### src/rtl/argmax_pkg.sv
package argmax_pkg;

    typedef enum logic [1:0] {
        MODE_MAX  = 2'd0,
        MODE_LOAD = 2'd1,
        MODE_SCAN = 2'd2,
        MODE_NONE = 2'd3
    } op_mode_e;

    // Per-element steering produced by the pass tracker
    typedef struct packed {
        logic max_en;
        logic load_en;
        logic scan_en;
        logic first;
    } elem_ctl_t;

endpackage

### src/rtl/argmax_pass_tracker.sv
module argmax_pass_tracker
    import argmax_pkg::*;
#(
    parameter int NUM_TOP = 8,
    parameter int MIN_LEN = 8,
    parameter int MAX_LEN = 16384,
    parameter int CNT_W   = $clog2(MAX_LEN + 1)
) (
    input  logic             clk,
    input  logic             rst,
    input  logic [1:0]       mode_sel,
    input  logic             in_valid,
    input  logic             in_last,
    output elem_ctl_t        ctl,
    output logic [CNT_W-1:0] elem_idx,
    output logic             done,
    output logic             len_err
);
    localparam logic [CNT_W-1:0] CNT_TOP = CNT_W'(MAX_LEN);
    localparam logic [CNT_W:0]   LEN_LO  = (CNT_W+1)'(MIN_LEN);
    localparam logic [CNT_W:0]   LEN_HI  = (CNT_W+1)'(MAX_LEN);
    localparam logic [CNT_W:0]   LEN_LD  = (CNT_W+1)'(NUM_TOP);

    op_mode_e         mode;
    logic [CNT_W-1:0] cnt_q;
    logic             ovf_q;
    logic             accept;
    logic [CNT_W:0]   pass_len;
    logic             bad_len;

    assign mode     = op_mode_e'(mode_sel);
    assign accept   = in_valid && (mode != MODE_NONE);
    assign pass_len = {1'b0, cnt_q} + 1'b1;
    assign bad_len  = (mode == MODE_LOAD) ? (ovf_q || pass_len != LEN_LD)
                                          : (ovf_q || pass_len < LEN_LO || pass_len > LEN_HI);

    assign ctl.max_en  = in_valid && (mode == MODE_MAX);
    assign ctl.load_en = in_valid && (mode == MODE_LOAD);
    assign ctl.scan_en = in_valid && (mode == MODE_SCAN);
    assign ctl.first   = (cnt_q == '0) && !ovf_q;
    assign elem_idx    = cnt_q;

    always_ff @(posedge clk) begin
        if (rst) begin
            cnt_q   <= '0;
            ovf_q   <= 1'b0;
            done    <= 1'b0;
            len_err <= 1'b0;
        end else begin
            done    <= accept && in_last;
            len_err <= accept && in_last && bad_len;
            if (accept) begin
                if (in_last) begin
                    cnt_q <= '0;
                    ovf_q <= 1'b0;
                end else if (cnt_q == CNT_TOP) begin
                    ovf_q <= 1'b1;
                end else begin
                    cnt_q <= cnt_q + 1'b1;
                end
            end
        end
    end
endmodule

### src/rtl/argmax_sorter.sv
module argmax_sorter #(
    parameter int DATA_W  = 16,
    parameter int NUM_TOP = 8
) (
    input  logic                        clk,
    input  logic                        rst,
    input  logic                        en,
    input  logic                        first,
    input  logic signed [DATA_W-1:0]    din,
    output logic [NUM_TOP*DATA_W-1:0]   vals
);
    localparam logic signed [DATA_W-1:0] MOST_NEG = {1'b1, {(DATA_W-1){1'b0}}};

    logic signed [DATA_W-1:0] slot_q [NUM_TOP];
    logic signed [DATA_W-1:0] cur    [NUM_TOP];
    logic signed [DATA_W-1:0] nxt    [NUM_TOP];
    logic [NUM_TOP-1:0]       gt;

    for (genvar k = 0; k < NUM_TOP; k++) begin : g_slot
        assign cur[k] = first ? MOST_NEG : slot_q[k];
        // strict compare: an equal value settles below the stored one
        assign gt[k]  = din > cur[k];
        if (k == 0) begin : g_head
            assign nxt[k] = gt[k] ? din : cur[k];
        end else begin : g_body
            assign nxt[k] = gt[k] ? (gt[k-1] ? cur[k-1] : din) : cur[k];
        end
        always_ff @(posedge clk) begin
            if (rst)     slot_q[k] <= MOST_NEG;
            else if (en) slot_q[k] <= nxt[k];
        end
        assign vals[k*DATA_W +: DATA_W] = slot_q[k];
    end
endmodule

### src/rtl/argmax_matcher.sv
module argmax_matcher #(
    parameter int DATA_W  = 16,
    parameter int NUM_TOP = 8,
    parameter int IDX_W   = 32,
    parameter int CNT_W   = 15
) (
    input  logic                       clk,
    input  logic                       rst,
    input  logic                       load_en,
    input  logic                       scan_en,
    input  logic                       first,
    input  logic [CNT_W-1:0]           elem_idx,
    input  logic signed [DATA_W-1:0]   din,
    output logic [NUM_TOP*IDX_W-1:0]   idx
);
    localparam logic [IDX_W-1:0] NOT_FOUND = '1;

    logic signed [DATA_W-1:0] match_q [NUM_TOP];
    logic [IDX_W-1:0]         idx_q   [NUM_TOP];
    logic [NUM_TOP-1:0]       hit_q;

    for (genvar k = 0; k < NUM_TOP; k++) begin : g_slot
        logic             hit_cur;
        logic [IDX_W-1:0] idx_cur;
        assign hit_cur = first ? 1'b0 : hit_q[k];
        assign idx_cur = first ? NOT_FOUND : idx_q[k];

        always_ff @(posedge clk) begin
            if (rst) begin
                match_q[k] <= '0;
                idx_q[k]   <= NOT_FOUND;
                hit_q[k]   <= 1'b0;
            end else begin
                if (load_en && elem_idx == CNT_W'(k))
                    match_q[k] <= din;
                if (scan_en) begin
                    if (!hit_cur && din == match_q[k]) begin
                        idx_q[k] <= IDX_W'(elem_idx);
                        hit_q[k] <= 1'b1;
                    end else begin
                        idx_q[k] <= idx_cur;
                        hit_q[k] <= hit_cur;
                    end
                end
            end
        end
        assign idx[k*IDX_W +: IDX_W] = idx_q[k];
    end
endmodule

### src/rtl/top8_argmax.sv
module top8_argmax
    import argmax_pkg::*;
#(
    parameter int DATA_W  = 16,
    parameter int NUM_TOP = 8,
    parameter int IDX_W   = 32,
    parameter int MIN_LEN = 8,
    parameter int MAX_LEN = 16384
) (
    input  logic                        clk,
    input  logic                        rst,
    input  logic [1:0]                  mode_sel,
    input  logic                        in_valid,
    input  logic                        in_last,
    input  logic signed [DATA_W-1:0]    in_data,
    output logic [NUM_TOP*DATA_W-1:0]   max_vals,
    output logic [NUM_TOP*IDX_W-1:0]    idx_out,
    output logic                        done,
    output logic                        len_err
);
    localparam int CNT_W = $clog2(MAX_LEN + 1);

    elem_ctl_t        ctl;
    logic [CNT_W-1:0] elem_idx;

    argmax_pass_tracker #(
        .NUM_TOP(NUM_TOP), .MIN_LEN(MIN_LEN), .MAX_LEN(MAX_LEN), .CNT_W(CNT_W)
    ) u_track (
        .clk(clk), .rst(rst), .mode_sel(mode_sel), .in_valid(in_valid),
        .in_last(in_last), .ctl(ctl), .elem_idx(elem_idx),
        .done(done), .len_err(len_err)
    );

    argmax_sorter #(.DATA_W(DATA_W), .NUM_TOP(NUM_TOP)) u_sort (
        .clk(clk), .rst(rst), .en(ctl.max_en), .first(ctl.first),
        .din(in_data), .vals(max_vals)
    );

    argmax_matcher #(
        .DATA_W(DATA_W), .NUM_TOP(NUM_TOP), .IDX_W(IDX_W), .CNT_W(CNT_W)
    ) u_match (
        .clk(clk), .rst(rst), .load_en(ctl.load_en), .scan_en(ctl.scan_en),
        .first(ctl.first), .elem_idx(elem_idx), .din(in_data), .idx(idx_out)
    );
endmodule

### config.mk
export PLATFORM = sky130hd
export DESIGN_NAME = top8_argmax
export DESIGN_NICKNAME = d
export VERILOG_FILES = /design/src/rtl/argmax_pkg.sv /design/src/rtl/argmax_pass_tracker.sv /design/src/rtl/argmax_sorter.sv /design/src/rtl/argmax_matcher.sv /design/src/rtl/top8_argmax.sv
export SDC_FILE = /design/constraint.sdc
export NUM_CORES = 1
export LEC_CHECK = 0
export BUFFER_PORTS_ARGS = -buffer_cell sky130_fd_sc_hd__buf_2
export CORE_ASPECT_RATIO = 0.75
export CORE_MARGIN = 2
export CORE_UTILIZATION = 50
export DETAILED_ROUTE_END_ITERATION = 16
export PLACE_DENSITY = 0.72
export REMOVE_ABC_BUFFERS = 1
export SLEW_MARGIN = 5
export SYNTH_ARGS = -nofsm -noshare
export SYNTH_HDL_FRONTEND = slang
export SYNTH_SLANG_ARGS = --single-unit
### constraint.sdc
create_clock -name clk -period 10.42 [get_ports clk]
set_clock_uncertainty 0.2 [all_clocks]
set_input_delay 0.521 -clock clk [delete_from_list [all_inputs] [get_ports clk]]
set_output_delay 0.521 -clock clk [all_outputs]
set_load 0.005 [all_outputs]
==> results of run 1 <==
==> sequential cells by signal, indices dropped and copies added, names as in the netlist <==
register / flops
u_match.idx_q: 128
u_sort.slot_q: 128
u_track.len_err: 1
u_match.match_q: 128
u_match.hit_q: 8
u_track.elem_idx: 15
u_track.ovf_q: 1
u_track.done: 1
==> critical path: cells and delay by family (launching register included) <==
kind                       cells  cell delay [ns]
AOI/OAI and AO/OA              3             1.55
adders and majority gates      2             0.70
and+or+nand+nor                6             1.82
buffers and inverters          3             1.26
DFF                            1             0.52
==> logic make-up (layout without fill, tap and decap cells) <==
group / count (synthesis) / in the layout / share of synthesized area [%]
AO/OA/AOI/OAI: 482 / 482 / 13.5
XOR/XNOR: 132 / 132 / 4.76
adder cells (fa/ha/maj): 133 / 133 / 6.85
buffers and inverters: 354 / 568 / 7.90
flip-flops: 410 / 410 / 49.6
multiplexers: 21 / 21 / 0.927
AND/OR/NAND/NOR: 759 / 759 / 16.5
==> cell type report <==
cell class / instances / area share (%)
Inverter: 45 / 0.624
Timing Repair Buffer: 443 / 8.52
Tap cell: 639 / 2.95
Clock inverter: 30 / 0.989
Sequential cell: 410 / 44.5
Clock buffer: 50 / 4.07
Multi-Input combinational cell: 1527 / 38.3
==> power breakdown <==
group | internal [mW] | leakage [nW] | total [mW] | switching (mW)
combinational | 0.133 | 5.05 | 0.418 | 0.285
sequential | 1.85 | 3.73 | 1.88 | 0.0365
clock | 0.843 | 0.669 | 1.52 | 0.679
==> per-stage QoR <==
stage               instances  hold WS, ns
floorplan                1982        0.285
global placement         3064        0.302
detailed placement       3064        0.318
CTS                      3144       0.0528
global route             3144       0.0952
finish                   3144       0.0924
==> layout by cell type (no fill, tap or decap), types with 6 or more instances in the layout <==
master                        n
sky130_fd_sc_hd__inv_1       40
sky130_fd_sc_hd__o21a_1       6
sky130_fd_sc_hd__nor2_1      81
sky130_fd_sc_hd__a21oi_1    120
sky130_fd_sc_hd__dfxtp_1     26
sky130_fd_sc_hd__a211oi_1    39
sky130_fd_sc_hd__nor2b_1     23
sky130_fd_sc_hd__nand2b_1    91
sky130_fd_sc_hd__clkinv_2    11
sky130_fd_sc_hd__a21o_1      42
sky130_fd_sc_hd__or2_2        6
sky130_fd_sc_hd__and2_4       6
sky130_fd_sc_hd__clkbuf_1     7
sky130_fd_sc_hd__xor2_1     129
sky130_fd_sc_hd__nor4_1      54
sky130_fd_sc_hd__buf_2      407
sky130_fd_sc_hd__clkinv_1    11
sky130_fd_sc_hd__o21bai_1     9
sky130_fd_sc_hd__nand4_1     44
sky130_fd_sc_hd__o211ai_1     9
sky130_fd_sc_hd__clkbuf_16   43
sky130_fd_sc_hd__edfxtp_1   384
sky130_fd_sc_hd__and2_1     131
sky130_fd_sc_hd__a2bb2oi_1   13
sky130_fd_sc_hd__mux2i_1     18
sky130_fd_sc_hd__nor3_1      17
sky130_fd_sc_hd__buf_4       36
sky130_fd_sc_hd__nand3_1     41
sky130_fd_sc_hd__o21ai_0     76
sky130_fd_sc_hd__o22ai_1     16
sky130_fd_sc_hd__a2111oi_0    6
sky130_fd_sc_hd__a221oi_1    28
sky130_fd_sc_hd__a311oi_1    31
sky130_fd_sc_hd__nand2_1    217
sky130_fd_sc_hd__or3_1       19
sky130_fd_sc_hd__a31oi_1     47
sky130_fd_sc_hd__ha_1       133
==> worst max path at each step <==
stage	from	endpoint	depth (start not counted)
6_report	u_track.elem_idx[0]	u_sort.slot_q[1][34]	14
2_1_floorplan	mode_sel[0]	u_sort.slot_q[0][0]	2
4_1_cts	u_track.elem_idx[0]	u_sort.slot_q[1][38]	14
3_3_place_gp	u_track.elem_idx[0]	u_sort.slot_q[1][44]	14
3_5_place_dp	u_track.elem_idx[0]	u_sort.slot_q[1][38]	14
5_1_grt	u_track.elem_idx[0]	u_sort.slot_q[1][34]	14
==> metal layers <==
| metal | vias to the layer above | global-route usage [%] | part of all wire, % |
|---|---|---|---|
| met5 | - | 0 | 0.019 |
| met4 | 2 | 8.58 | 2.8 |
| met3 | 138 | 6.13 | 11 |
| met2 | 1070 | 38.7 | 44 |
| met1 | 9099 | 38.9 | 42 |
| li1 | 8615 | - | - |
==> impl_metrics.ini, run 1 <==
[placed_design]
numPortBuffers = 407
gp_routability_congestion = 0.902
dp_slack_ns = 4.26
post_dp_cell_area_mm2 = 0.0257
dp_hpwl_mm = 43.9

[status]
run_status = finished clean

[setup_path]
worstPathArrival_ns = 6.50
worstPathMaxFanout = 85
r2r_startpoint = u_track.elem_idx[0]
crit-reg2reg-capture = u_sort.slot_q[1][34]
worstSetupEndpointType = register
type_of_element_launching_the_critical_path = register
rrSetupSlack_ns = 4.11
criticalPathCategory = reg2reg
reg2reg_depth = 14
worst-endpoint-required_ns = 10.61
crit_path_top_delay_cell = sky130_fd_sc_hd__o31a_1
critPathMaxStageDelay_ns = 1.03
crit_chain = clkinv_1, ha_1, inv_1, nor3_2, nand2_8, buf_4, nand2_1, ha_1, nand4_1, or2_2, o21ai_0, o31a_1, nand2_1, o22ai_1

[sta]
max_freq_mhz = 158
final-max-slew-violation-count = 0
timing.final.ws_setup_ns = 4.11
relSlewSlack_pct = 14.2
hold_violations = 0
post-route-min-period_ns = 6.31
post-route-period-util_pct = 60.6
setup_repair_after_global_routing_missed_its_margin = false
finalSetupViolCount = 0
tightestPinTransition_ns = 1.28
setup_tns_ns = 0

[synth]
synth.cells.most_frequent = sky130_fd_sc_hd__edfxtp_1 (384), sky130_fd_sc_hd__nand2_1 (217), sky130_fd_sc_hd__buf_4 (133), sky130_fd_sc_hd__ha_1 (133), sky130_fd_sc_hd__and2_1 (131)
syn_avg_cell_area_um2 = 10.6
ys.flop_type = sky130_fd_sc_hd__edfxtp_1
synth_top_area_cell = sky130_fd_sc_hd__edfxtp_1
ys_top_cells_by_area = sky130_fd_sc_hd__edfxtp_1 (47%), sky130_fd_sc_hd__ha_1 (6.9%), sky130_fd_sc_hd__xor2_1 (4.7%)
netlist.area_leader.share_pct = 47.5
synth_enable_flop_cells = 384
synth_seq_cells = 410
synth_async_sr_flop_share_pct = 0
seq_area_frac_synth_pct = 49.6
syn-instance-count = 2291
synth.cell_area_mm2 = 0.0243
number_of_different_library_cells_in_the_post_synthesis_netlist = 70
synth-warning-count = 0
most_frequent_cell_after_synthesis = sky130_fd_sc_hd__edfxtp_1

[die]
floorplan.die_area_mm2 = 0.0504
rows = 69
io_pins = 408
start_util_pct = 51.0
chipWidth_um = 259
area_inside_the_core_boundary_mm2 = 0.0477
die_span_in_y_um = 195

[cells_and_area]
postLayoutCoreUtil_pct = 56.8
area_delta_synth_final_pct = 11.4
post_route_cells_drive_above_1_share_pct = 21.9
ff_latch_area_mm2 = 0.0121
finalNetCount = 2625
multi_input_area_mm2 = 0.0104
postLayoutCellArea_mm2 = 0.0271
antenna_cells_inserted = 0
fillerInstances = 4042

[pwr]
leakage_nw = 9.45
total_power_mw = 3.82
peak_ir_drop_on_the_vdd_network_v = 0.000105
power_per_unit_of_standard_cell_area_mw_per_mm2 = 141

[drt]
detailroute.via_count = 18900
wl_per_cell_um = 21.8
detail_route.drc_violations = 0
postRouteWirelength_mm = 68.5
dr.pass1.iters = 6
via_per_inst = 6.02
detailedRoute.firstIterationViolations = 2527
detail-route-antenna-nets = 0

[hold_path]
hp-class = in2reg
min-delay-start = in_last
hold_depth = 3
hold_end = u_track.done

[grt]
overflow = 0
groute.usage.overall_pct = 26.5
first_global_vias = 17800
grt_max_degree = 89
grt_antenna_before_repair = 2
grt_pass1_wl_mm = 105

[clock_network]
cts_hold_buffers = 0
cts.repair.resized = 0
worst_skew_pair.late_latency_ns = 0.59
post-cts-setup-buffers = 0
tritoncts = yes
buffers_from_clock_root_to_sink_at_most = 3
cts.sinks = 410
clock_root_buffer = sky130_fd_sc_hd__clkbuf_16
cts-htree-levels = 2
path_clk_slew_ns = 0.06
tritoncts.num_buffers = 43

[flow_run]
cap_viol_max_count = 0
Power figures use the tool's default switching activity.
==> run 2: changes to the inputs <==
- clock period: 10.42 -> 6.21 ns (I/O delays scaled with it)
==> run 2 against run 1 <==
  * Global-route usage grew 0.57 points
  * Die area unchanged
  * Sequential power is 68% higher
  * Clock power increased by 76%
  * Critical path type unchanged
  * Via count increased by 1.1%
  * Non-clock buffer count increased by 13
  * Largest power group unchanged
  * Utilization rose by 0.42 points
  * Highest routed layer is now met4
  * Total power rose by 71%
  * Register-to-register slack worse by 3.3 ns
  * Combinational power up 72%
==> impl_metrics.ini, run 2 (same netlist as run 1, synthesis figures left out) <==
[setup_path]
worstPathArrival_ns = 5.49
type_of_element_launching_the_critical_path = register
worstPathMaxFanout = 74
criticalPathCategory = reg2reg
worst-endpoint-required_ns = 6.28
worstSetupEndpointType = register

[placed_design]
numPortBuffers = 407
dp_hpwl_mm = 46.4
dp_slack_ns = 0.900
gp_routability_congestion = 0.905

[clock_network]
clock_root_buffer = sky130_fd_sc_hd__clkbuf_16
path_clk_slew_ns = 0.07
buffers_from_clock_root_to_sink_at_most = 3
tritoncts.num_buffers = 44
cts.sinks = 410
cts-htree-levels = 2
tritoncts = yes
worst_skew_pair.late_latency_ns = 0.59

[pwr]
total_power_mw = 6.55
power_per_unit_of_standard_cell_area_mw_per_mm2 = 240
peak_ir_drop_on_the_vdd_network_v = 0.000164
leakage_nw = 9.55

[sta]
post-route-period-util_pct = 87.2
max_freq_mhz = 185
timing.final.ws_setup_ns = 0.793
post-route-min-period_ns = 5.42
fin_hold_ws_ns = 0.0691
final-max-slew-violation-count = 0
setup_repair_after_global_routing_missed_its_margin = false
hold_violations = 0
relSlewSlack_pct = 17.6
finalSetupViolCount = 0
tightestPinTransition_ns = 1.24

[die]
floorplan.die_area_mm2 = 0.0504
die_span_in_y_um = 195
io_pins = 408
area_inside_the_core_boundary_mm2 = 0.0477
chipWidth_um = 259
rows = 69
start_util_pct = 51.0

[drt]
detailedRoute.firstIterationViolations = 2210
detail_route.drc_violations = 0
detailroute.via_count = 19100
dr.pass1.iters = 6
detail-route-antenna-nets = 0
wl_per_cell_um = 22.2
postRouteWirelength_mm = 70.0
via_per_inst = 6.06

[cells_and_area]
area_delta_synth_final_pct = 12.3
multi_input_area_mm2 = 0.0104
final_common_cell = sky130_fd_sc_hd__buf_2
layout.cells.most_common_list = sky130_fd_sc_hd__buf_2 (407), sky130_fd_sc_hd__edfxtp_1 (384), sky130_fd_sc_hd__nand2_1 (217)
ff_latch_area_mm2 = 0.0121
post_route_cells_drive_above_1_share_pct = 22.2
fillerInstances = 4039
biggestRegsByFlops = u_match.idx_q x128, u_match.match_q x128, u_sort.slot_q x128
antenna_cells_inserted = 0
finalNetCount = 2639

[hold_path]
hp-class = in2reg

[grt]
grt_pass1_wl_mm = 107
groute.usage.overall_pct = 27.1
overflow = 0
grt_max_degree = 129
first_global_vias = 18300
grt_antenna_before_repair = 1

[flow_run]
cap_viol_max_count = 0

[status]
run_status = finished clean
run 2: layout make-up:
type | count | share of cell area (%)
Clock buffer | 53 | 4.16
Clock inverter | 27 | 1.09
Inverter | 45 | 0.619
Multi-Input combinational cell | 1527 | 38.0
Sequential cell | 410 | 44.2
Tap cell | 639 | 2.93
Timing Repair Buffer | 456 | 8.97
run 2: metal layers:
metal	track usage (%)	up-vias	wire, µm
met5	0	-	0
met4	8.46	0	1810
met3	5.40	126	7790
met2	40.5	1111	30900
met1	39.6	9248	29500
li1	-	8641	-
run 2: where the power goes:
part	switching, mW	total [mW]	internal [mW]	leakage [nW]
Combinational	0.489	0.720	0.231	5.12
Clock	1.15	2.67	1.52	0.691
Sequential	0.0615	3.16	3.10	3.73
Total	1.70	6.55	4.85	9.55
run 2: what timing repair did:
action | 4_1_cts | 5_1_grt
hold endpoints to repair | 4 | 0
hold buffers | 1 | 0
setup buffers | 0 | 0
resized for setup | 0 | 0
run 2: worst max-delay path, cell delays in order, from the launching register on:
cell                       delay, ns
sky130_fd_sc_hd__dfxtp_1        0.51
sky130_fd_sc_hd__clkinv_1       0.44
sky130_fd_sc_hd__ha_1           0.35
sky130_fd_sc_hd__inv_1          0.09
sky130_fd_sc_hd__nor3_2         0.08
sky130_fd_sc_hd__nand2_8        0.37
sky130_fd_sc_hd__buf_4          0.56
sky130_fd_sc_hd__nand2_1        0.15
sky130_fd_sc_hd__ha_1           0.32
sky130_fd_sc_hd__nand4_1        0.12
sky130_fd_sc_hd__nor4_1         0.51
sky130_fd_sc_hd__a21boi_0       0.32
sky130_fd_sc_hd__or4_1          0.18
sky130_fd_sc_hd__nand3_1        0.07
sky130_fd_sc_hd__buf_4          0.25
sky130_fd_sc_hd__a311oi_1       0.36
sky130_fd_sc_hd__a211oi_1       0.09
run 2: final timing paths:
| check | from | end | slack, ns | cells after the start |
|---|---|---|---|---|
| setup reg to reg | u_track.elem_idx[0] | u_sort.slot_q[1][58] | 0.79 | 16 |
| hold / removal | in_data[14] | u_sort.slot_q[1][30] | 0.07 | 3 |
| hold reg to reg | u_track.elem_idx[13] | u_track.elem_idx[13] | 0.33 | 2 |
| setup / recovery | u_track.elem_idx[0] | u_sort.slot_q[1][58] | 0.79 | 16 |
run 2: metrics by stage:
stage	TNS, ns	util, %	cells	area (µm²)
3_3_place_gp	0	54.2	3076	25800
3_5_place_dp	0	54.2	3076	25800
5_1_grt	0	57.2	3157	27300
2_1_floorplan	-148.13	-	1982	22500
6_report	0	57.2	3157	27300
4_1_cts	0	57.2	3157	27300
==> run 3: changes to the inputs <==
- CORE_MARGIN: 2 -> 10
- SYNTH_HIERARCHICAL: unset -> 1
- TNS_END_PERCENT: unset -> 20
==> run 3 against run 2 <==
  * Worst hold slack worse by 0.015 ns
  * Largest cell class unchanged
  * Via count decreased by 2.5%
  * Cell area increased by 2.3%
  * Register-to-register slack barely moved
  * Global-route usage decreased by 4.3 points
==> impl_metrics.ini, run 3 <==
[hold_path]
hp-class = in2reg

[setup_path]
crit_chain = buf_4, inv_1, ha_1, nor3b_1, nand4_1, nor3_2, buf_12, nor2_1, ha_1, nand4_1, or4_1, a21oi_1, or4b_1, o221ai_4, buf_4, or2_2, a31oi_1
critPathMaxStageDelay_ns = 0.88
worstSetupEndpointType = register
worstPathArrival_ns = 5.52
criticalPathCategory = reg2reg
crit_path_top_delay_cell = sky130_fd_sc_hd__o221ai_4
worst-path-buf-inv = 4
worstPathMaxFanout = 85
path_delay_family = simple AND/OR/NAND/NOR gates
type_of_element_launching_the_critical_path = register
worst-endpoint-required_ns = 6.32

[clock_network]
post-cts-setup-buffers = 0
clock_root_buffer = sky130_fd_sc_hd__clkbuf_16
worst_skew_pair.late_latency_ns = 0.60
tritoncts = yes
tritoncts.num_buffers = 44
cts.sinks = 410
cts-htree-levels = 2
path_clk_slew_ns = 0.06
buffers_from_clock_root_to_sink_at_most = 3

[cells_and_area]
biggestRegsByFlops = u_match/idx_q x128, u_match/match_q x128, u_sort/slot_q x128
fillerInstances = 4100
ff_latch_area_mm2 = 0.0121
area_delta_synth_final_pct = 12.7
multi_input_area_mm2 = 0.0107
finalNetCount = 2676
final_common_cell = sky130_fd_sc_hd__buf_2
layout.cells.most_common_list = sky130_fd_sc_hd__buf_2 (407), sky130_fd_sc_hd__edfxtp_1 (384), sky130_fd_sc_hd__nand3_1 (138)
postLayoutCoreUtil_pct = 57.1
post_route_cells_drive_above_1_share_pct = 24.9

[status]
run_status = finished clean

[sta]
hold_violations = 0
finalSetupViolCount = 0
final-max-slew-violation-count = 0
timing.final.ws_setup_ns = 0.799
setup_repair_after_global_routing_missed_its_margin = false
post-route-min-period_ns = 5.41
setup_tns_ns = 0
tightestPinTransition_ns = 1.27
relSlewSlack_pct = 14.9
fin_hold_ws_ns = 0.0542
post-route-period-util_pct = 87.1
max_freq_mhz = 185

[synth]
synth.cells.most_frequent = sky130_fd_sc_hd__edfxtp_1 (384), sky130_fd_sc_hd__buf_4 (141), sky130_fd_sc_hd__nand3_1 (138)
seq_area_frac_synth_pct = 48.7
ys.flop_type = sky130_fd_sc_hd__edfxtp_1
synth_async_sr_flop_share_pct = 0
synth_top_area_cell = sky130_fd_sc_hd__edfxtp_1
ys_top_cells_by_area = sky130_fd_sc_hd__edfxtp_1 (47%), sky130_fd_sc_hd__ha_1 (6.6%), sky130_fd_sc_hd__xnor2_1 (4.6%)
syn_avg_cell_area_um2 = 10.8
syn-instance-count = 2301
synth.cell_area_mm2 = 0.0247
synth_enable_flop_cells = 384
synth-warning-count = 6
synth_seq_cells = 410
most_frequent_cell_after_synthesis = sky130_fd_sc_hd__edfxtp_1
number_of_different_library_cells_in_the_post_synthesis_netlist = 82
netlist.area_leader.share_pct = 46.6

[die]
die_span_in_y_um = 213
rows = 70
area_inside_the_core_boundary_mm2 = 0.0489
floorplan.die_area_mm2 = 0.0589
chipWidth_um = 277
io_pins = 408
start_util_pct = 50.6

[flow_run]
cap_viol_max_count = 0

[grt]
grt_antenna_before_repair = 2
grt_pass1_wl_mm = 108
overflow = 0
groute.usage.overall_pct = 22.8
grtUsageMet3_pct = 4.46
most_crowded_layer_gr = met2
grt_max_degree = 86
global_route.usage.met2_pct = 35.6
met1_usage_pct = 31.7
first_global_vias = 18200

[drt]
via_per_inst = 5.81
detailroute.via_count = 18700
dr.pass1.iters = 7
detail_route.drc_violations = 0
postRouteWirelength_mm = 70.6
wl_per_cell_um = 22.0
detailedRoute.firstIterationViolations = 2209
detail-route-antenna-nets = 0

[pwr]
power_per_unit_of_standard_cell_area_mw_per_mm2 = 237
total_power_mw = 6.62
peak_ir_drop_on_the_vdd_network_v = 0.000218
leakage_nw = 9.78

[placed_design]
numPortBuffers = 407
gp_routability_congestion = 0.892
dp_hpwl_mm = 48.1
dp_slack_ns = 0.894
-- run 3: per-stage QoR --
| stage | instance area, µm² | instances |
|---|---|---|
| after floorplan | 23000 | 2020 |
| after global placement | 26400 | 3120 |
| after detailed placement | 26400 | 3120 |
| after CTS | 27900 | 3208 |
| after global routing | 27900 | 3208 |
| final | 27900 | 3209 |
-- run 3: repair_timing --
item                                   4_1_cts  5_1_grt
resized for setup                            0        0
hold buffers                                 6        0
endpoints found under the hold margin        9        0
-- run 3: path summary, 6_finish.rpt --
path | endpoint | slack (ns) | cells past startpoint | startpoint
worst max-delay path | u_sort/slot_q[0][42] | 0.80 | 17 | u_track/elem_idx[0]
worst min-delay path | u_track/elem_idx[6] | 0.05 | 3 | rst
worst max register to register | u_sort/slot_q[0][42] | 0.80 | 17 | u_track/elem_idx[0]
worst min register to register | u_match/hit_q[0] | 0.36 | 1 | u_match/hit_q[0]
-- run 3: layer usage --
metal | up-vias | part of all wire [%]
li1 | 8607 | -
met1 | 9086 | 42
met2 | 854 | 46
met3 | 106 | 9.3
met4 | 0 | 2.3
met5 | - | 0
-- run 3: area by class of cell --
class	instances	share of cell area (%)
flip-flops and latches	410	43.2
clock inverters	24	1.06
repair buffers	458	8.82
multi-input cells	1513	38.5
well taps	648	2.91
clock buffers	58	4.17
inverters	97	1.31
diodes	1	0.00897
-- run 3: kinds of logic (layout without fill, tap and decap cells) --
group	count (synthesis)	count (layout)	share of synthesized area, %
other	0	1	0
XOR/XNOR	134	134	4.74
AND/OR/NAND/NOR	766	766	17.7
flip-flops	410	410	48.7
AO/OA/AOI/OAI	399	399	10.5
multiplexers	84	84	3.47
adder cells (fa/ha/maj)	130	130	6.57
buffers and inverters	378	637	8.37
-- run 3: report_power, final --
| group | switching [mW] | internal (mW) | leakage, nW | total, mW |
|---|---|---|---|---|
| combinational | 0.499 | 0.272 | 5.34 | 0.770 |
| sequential | 0.0559 | 3.10 | 3.74 | 3.16 |
| clock | 1.15 | 1.55 | 0.708 | 2.70 |
-- run 3: tightest hold or removal path: stages --
cell and delay [ns]:
sky130_fd_sc_hd__buf_2 0.10, sky130_fd_sc_hd__buf_4 0.25, sky130_fd_sc_hd__nor2_1 0.14
